==> config.mk <==
export PLATFORM = sky130hd
export DESIGN_NAME = rst_supervisor
export DESIGN_NICKNAME = d
export VERILOG_FILES = /design/src/rtl/sup_pkg.sv /design/src/rtl/sup_tick.sv /design/src/rtl/sup_wd_sync.sv /design/src/rtl/sup_wd_timer.sv /design/src/rtl/sup_stretch.sv /design/src/rtl/rst_supervisor.sv
export SDC_FILE = /design/constraint.sdc
export NUM_CORES = 1
export LEC_CHECK = 0
export ABC_AREA = 1
export BUFFER_PORTS_ARGS = -buffer_cell sky130_fd_sc_hd__buf_2
export CORE_AREA = 2 2 39 41
export CTS_CLUSTER_SIZE = 24
export DETAILED_ROUTE_END_ITERATION = 10
export DIE_AREA = 0 0 41 43
export PLACE_DENSITY_LB_ADDON = 0.05
export SETUP_SLACK_MARGIN = 0.5
export SLEW_MARGIN = 20
export SYNTH_ARGS = -nofsm -noshare
export SYNTH_HDL_FRONTEND = slang
export SYNTH_SLANG_ARGS = --single-unit
==> constraint.sdc <==
create_clock -name clk -period 1.25 [get_ports clk]
set_input_delay 0.0625 -clock clk [delete_from_list [all_inputs] [get_ports clk]]
set_output_delay 0.0625 -clock clk [all_outputs]
set_load 0.02 [all_outputs]
==> src/rtl/sup_pkg.sv <==
package sup_pkg;
  // Width needed to count 0..lim-1 (minimum 1 bit).
  function automatic int unsigned cnt_w(input int unsigned lim);
    return (lim < 2) ? 1 : $clog2(lim);
  endfunction

  // True when a counter sits on its final value before wrapping.
  function automatic logic is_last(input logic [31:0] cnt, input logic [31:0] lim);
    return cnt == (lim - 32'd1);
  endfunction
endpackage

==> src/rtl/sup_tick.sv <==
module sup_tick #(
  parameter int unsigned TICK_DIV = 4
) (
  input  logic clk,
  input  logic rst_n,
  output logic tick
);
  localparam int unsigned CW = sup_pkg::cnt_w(TICK_DIV);
  logic [CW-1:0] cnt;

  assign tick = sup_pkg::is_last(32'(cnt), TICK_DIV);

  always_ff @(posedge clk or negedge rst_n) begin
    if (!rst_n)    cnt <= '0;
    else if (tick) cnt <= '0;
    else           cnt <= cnt + 1'b1;
  end
endmodule

==> src/rtl/sup_wd_sync.sv <==
module sup_wd_sync (
  input  logic clk,
  input  logic rst_n,
  input  logic level_i,
  output logic edge_o
);
  logic s1, s2, s3;

  always_ff @(posedge clk or negedge rst_n) begin
    if (!rst_n) begin
      s1 <= 1'b0;
      s2 <= 1'b0;
      s3 <= 1'b0;
    end else begin
      s1 <= level_i;
      s2 <= s1;
      s3 <= s2;
    end
  end

  // Either direction of change counts as a service.
  assign edge_o = s2 ^ s3;
endmodule

==> src/rtl/sup_wd_timer.sv <==
module sup_wd_timer #(
  parameter int unsigned WD_TICKS = 8
) (
  input  logic        clk,
  input  logic        rst_n,
  input  logic        enable,
  input  logic        kick,
  input  logic        tick,
  output logic [31:0] cnt_o,
  output logic        expire
);
  localparam int unsigned CW = sup_pkg::cnt_w(WD_TICKS);
  logic [CW-1:0] cnt;
  logic          at_end;

  assign at_end = sup_pkg::is_last(32'(cnt), WD_TICKS);
  assign expire = enable && !kick && tick && at_end;
  assign cnt_o  = 32'(cnt);

  always_ff @(posedge clk or negedge rst_n) begin
    if (!rst_n)                cnt <= '0;
    else if (!enable || kick)  cnt <= '0;
    else if (tick)             cnt <= at_end ? '0 : cnt + 1'b1;
  end
endmodule

==> src/rtl/sup_stretch.sv <==
module sup_stretch #(
  parameter int unsigned HOLD_TICKS = 5
) (
  input  logic clk,
  input  logic rst_n,
  input  logic cause,
  input  logic tick,
  output logic active
);
  localparam int unsigned CW = sup_pkg::cnt_w(HOLD_TICKS);
  logic [CW-1:0] cnt;

  always_ff @(posedge clk or negedge rst_n) begin
    if (!rst_n) begin
      active <= 1'b1;
      cnt    <= '0;
    end else if (cause) begin
      active <= 1'b1;
      cnt    <= '0;
    end else if (active && tick) begin
      if (sup_pkg::is_last(32'(cnt), HOLD_TICKS)) begin
        active <= 1'b0;
        cnt    <= '0;
      end else begin
        cnt <= cnt + 1'b1;
      end
    end
  end
endmodule

==> src/rtl/rst_supervisor.sv <==
module rst_supervisor #(
  parameter int unsigned TICK_DIV   = 4,
  parameter int unsigned HOLD_TICKS = 5,
  parameter int unsigned WD_TICKS   = 8
) (
  input  logic clk,
  input  logic rst_n,
  input  logic supply_low,
  input  logic wd_level,
  input  logic wd_float,
  input  logic backup_mode,
  output logic rst_out_n,
  output logic rst_out
);
  logic        tick;
  logic        wd_edge;
  logic        wd_en;
  logic        wd_expire;
  logic [31:0] wd_cnt;
  logic        rst_act;
  logic        rst_cause;

  sup_tick #(.TICK_DIV(TICK_DIV)) u_tick (
    .clk(clk), .rst_n(rst_n), .tick(tick)
  );

  sup_wd_sync u_sync (
    .clk(clk), .rst_n(rst_n), .level_i(wd_level), .edge_o(wd_edge)
  );

  assign wd_en = !wd_float && !backup_mode && !rst_act;

  sup_wd_timer #(.WD_TICKS(WD_TICKS)) u_wd (
    .clk(clk), .rst_n(rst_n), .enable(wd_en), .kick(wd_edge),
    .tick(tick), .cnt_o(wd_cnt), .expire(wd_expire)
  );

  assign rst_cause = supply_low || backup_mode || wd_expire;

  sup_stretch #(.HOLD_TICKS(HOLD_TICKS)) u_hold (
    .clk(clk), .rst_n(rst_n), .cause(rst_cause), .tick(tick), .active(rst_act)
  );

  assign rst_out_n = !rst_act;
  assign rst_out   = rst_act;
endmodule

==> impl_metrics.toml <==
[outcome]
status = "completed"

[synthesis]
ys_ff_latch = 12
synth_top_area_frac = 0.4701
netlist_area_um2 = 585.6
yosysTopAreaCell = "dfrtp_1"
yosysSeqAreaShare = 0.5150
synthCells = 62
synth_cell_types = 16
synth.area.top_cells = "dfrtp_1 47%, ha_1 11%, inv_1 7.7%"
syn_nets = 73
synth_area_per_cell_um2 = 9.445
yosys_warnings = 0

[floorplan]
die_h_um = 43
start_util = 0.4231
die_w_um = 41
fp.coreArea_mm2 = 0.001384
ios = 8
die_area_mm2 = 0.001763
rows = 14

[clocking]
tritoncts = "done"
clk_path_buf_depth = 2
cts-htree-levels = 1
clkSinkCount = 12
clkLatencyLatePin_ps = 270
clkTransAtPathRegs_ps = 80
numCtsBuffers = 3
cts-root-buf = "clkbuf_4"

[layout]
final.fill_count = 134
diodes = 0
final_nets = 90
layout-drive-gt1-share = 0.4359
area_delta_synth_final_pct = 38.89

[route]
totalWireLength_um = 1153
drcViolationCount = 0
ant_nets = 0
wire_per_inst_um = 12.27
firstDrtPassIters = 4
drtIter0Drc = 10
vias_per_cell = 4.989
vias = 469

[placement]
gp_congestion = 0.7065
dp_hpwl_um = 761.3
io_buffers = 7

[timing]
fin_crit_sh = 0.8894
finalSetupViolCount = 0
layout_min_cycle_time_ps = 1112
fmax_ghz = 0.8995
skew_ps = 5.993
finalMaxSlewViolations = 0
rsz0062_at_grt = "true"
hold_viol = 0
maxSlewHeadroom = 0.7648
worst_pin_slew_ps = 351.4
setup_tns_ps = 0
hold_ws_ps = 105.9

[grt]
overflow = 0
first_global_vias = 454
grtUsageMet2 = 0.2281
grt.total_usage = 0.1544
use_met1 = 0.2048
use_met3 = 0.04712
busiest_layer = "met2"
antenna_found_initial = 0
grt_start_max_net_pins = 13
grt_pass1_wl_um = 1807

[setup_path]
end_kind = "register"
crit_path_max_fanout = 6
worstPathArrival_ps = 1320
cp-start-kind = "register"
required_ps = 1460
crit_type = "register to register"

[power]
power.density_mw_per_mm2 = 904.3
ir_drop_mv = 0.4965
total_leakage_power_nw = 0.3798
total_power_mw = 0.7354

[run]
max_cap_violations = 0

[hold_path]
hold_path.class = "input pin to register"
[what timing repair did]
| item | in CTS | in global routing |
|---|---|---|
| pin swaps | 3 | 3 |
| hold buffers | 2 | 0 |
| setup endpoints to repair | 11 | 10 |
| hold endpoints to repair | 13 | 0 |
| setup buffers | 1 | 2 |
| gates resized for setup | 9 | 10 |
[metal layers]
layer / up-vias / routed length (um)
met2: 12 / 595
met3: 2 / 66
li1: 234 / -
met4: 0 / 5
met5: - / 0
met1: 221 / 486
[registers in the layout (all words and copies together), names as in the netlist]
signal,flops
u_hold.active,1
u_hold.cnt,3
u_sync.s3,1
u_tick.cnt,2
u_wd.cnt,3
u_sync.s1,1
u_sync.s2,1
[where the power goes]
group	switching (mW)	total, mW	internal [mW]
Combinational	0.0223	0.0369	0.0146
Clock	0.125	0.302	0.177
Sequential	0.00325	0.397	0.394
[layout by cell type (no fill, tap or decap), types with 2 or more instances in the layout]
cell type | netlist | final
o21ai_1 | 3 | 3
nand2_1 | 11 | 8
dfrtp_1 | 11 | 10
nor2_4 | 0 | 2
inv_1 | 12 | 10
buf_4 | 0 | 2
clkbuf_4 | 0 | 3
nand4_1 | 4 | 4
nand2_2 | 1 | 4
nor2_1 | 4 | 3
ha_4 | 0 | 2
dlygate4sd3_1 | 0 | 2
nand3_1 | 4 | 2
nand3_2 | 0 | 2
buf_2 | 0 | 5
inv_2 | 0 | 2
buf_6 | 0 | 3
ha_2 | 0 | 2
[cells in the mapped netlist]
| master | number |
|---|---|
| ha_1 | 5 |
| a21oi_1 | 1 |
| nand2_1 | 11 |
| nand3_1 | 4 |
| nand4_1 | 4 |
| nand4_2 | 1 |
| dfstp_2 | 1 |
| o21ai_0 | 1 |
| nor3_4 | 1 |
| nor2_2 | 1 |
| inv_1 | 12 |
| dfrtp_1 | 11 |
| nand2_2 | 1 |
| o21ai_1 | 3 |
| xnor2_1 | 1 |
| nor2_1 | 4 |
[cell type report]
cell class	instances	area, um2	share of cell area
flip-flops and latches	12	302.8	0.3723
well taps	16	20.02	0.02462
multi-input cells	38	315.3	0.3877
repair buffers	12	93.84	0.1154
clock buffers	4	36.28	0.04462
inverters	12	45.04	0.05538
[logic make-up (layout without fill, tap and decap cells)]
logic type | count (synthesis) | count (layout) | synth area share
fa+ha+maj | 5 | 5 | 0.1068
flops | 12 | 12 | 0.5150
xor+xnor | 1 | 1 | 0.01496
buf+inv | 12 | 28 | 0.07692
compound gates | 5 | 5 | 0.04271
simple gates | 27 | 27 | 0.2436
[metrics by stage]
stage / area, um2 / cells / setup slack, ps / utilization
6_report: 813.3 / 94 / 138.3 / 0.5877
5_1_grt: 813.3 / 94 / 61.58 / 0.5877
4_1_cts: 769.5 / 92 / 123.8 / 0.5561
3_5_place_dp: 669.4 / 85 / 140.6 / 0.4837
3_3_place_gp: 669.4 / 85 / 157.9 / 0.4837
2_1_floorplan: 614.3 / 62 / 208.7 / -
[critical path, stage by stage (launching register included)]
cell     delay, ps
dfrtp_1        390
ha_2           200
ha_4           160
nand4_4        110
nand4_1         90
nand2_1        100
[path summary, 6_finish.rpt]
| path | startpoint | to | slack [ps] | cells past startpoint |
|---|---|---|---|---|
| setup / recovery | u_wd.cnt[0] | u_hold.cnt[2] | 140 | 5 |
| hold / removal | supply_low | u_hold.active | 110 | 3 |
| setup reg to reg | u_wd.cnt[0] | u_hold.cnt[2] | 140 | 5 |
| hold reg to reg | u_sync.s1 | u_sync.s2 | 350 | 0 |
| max in group asynchronous | rst_n | u_hold.active | 780 | 2 |
| min in group asynchronous | rst_n | u_tick.cnt[1] | 190 | 2 |
Note: power is estimated with default switching activity, not from simulation.
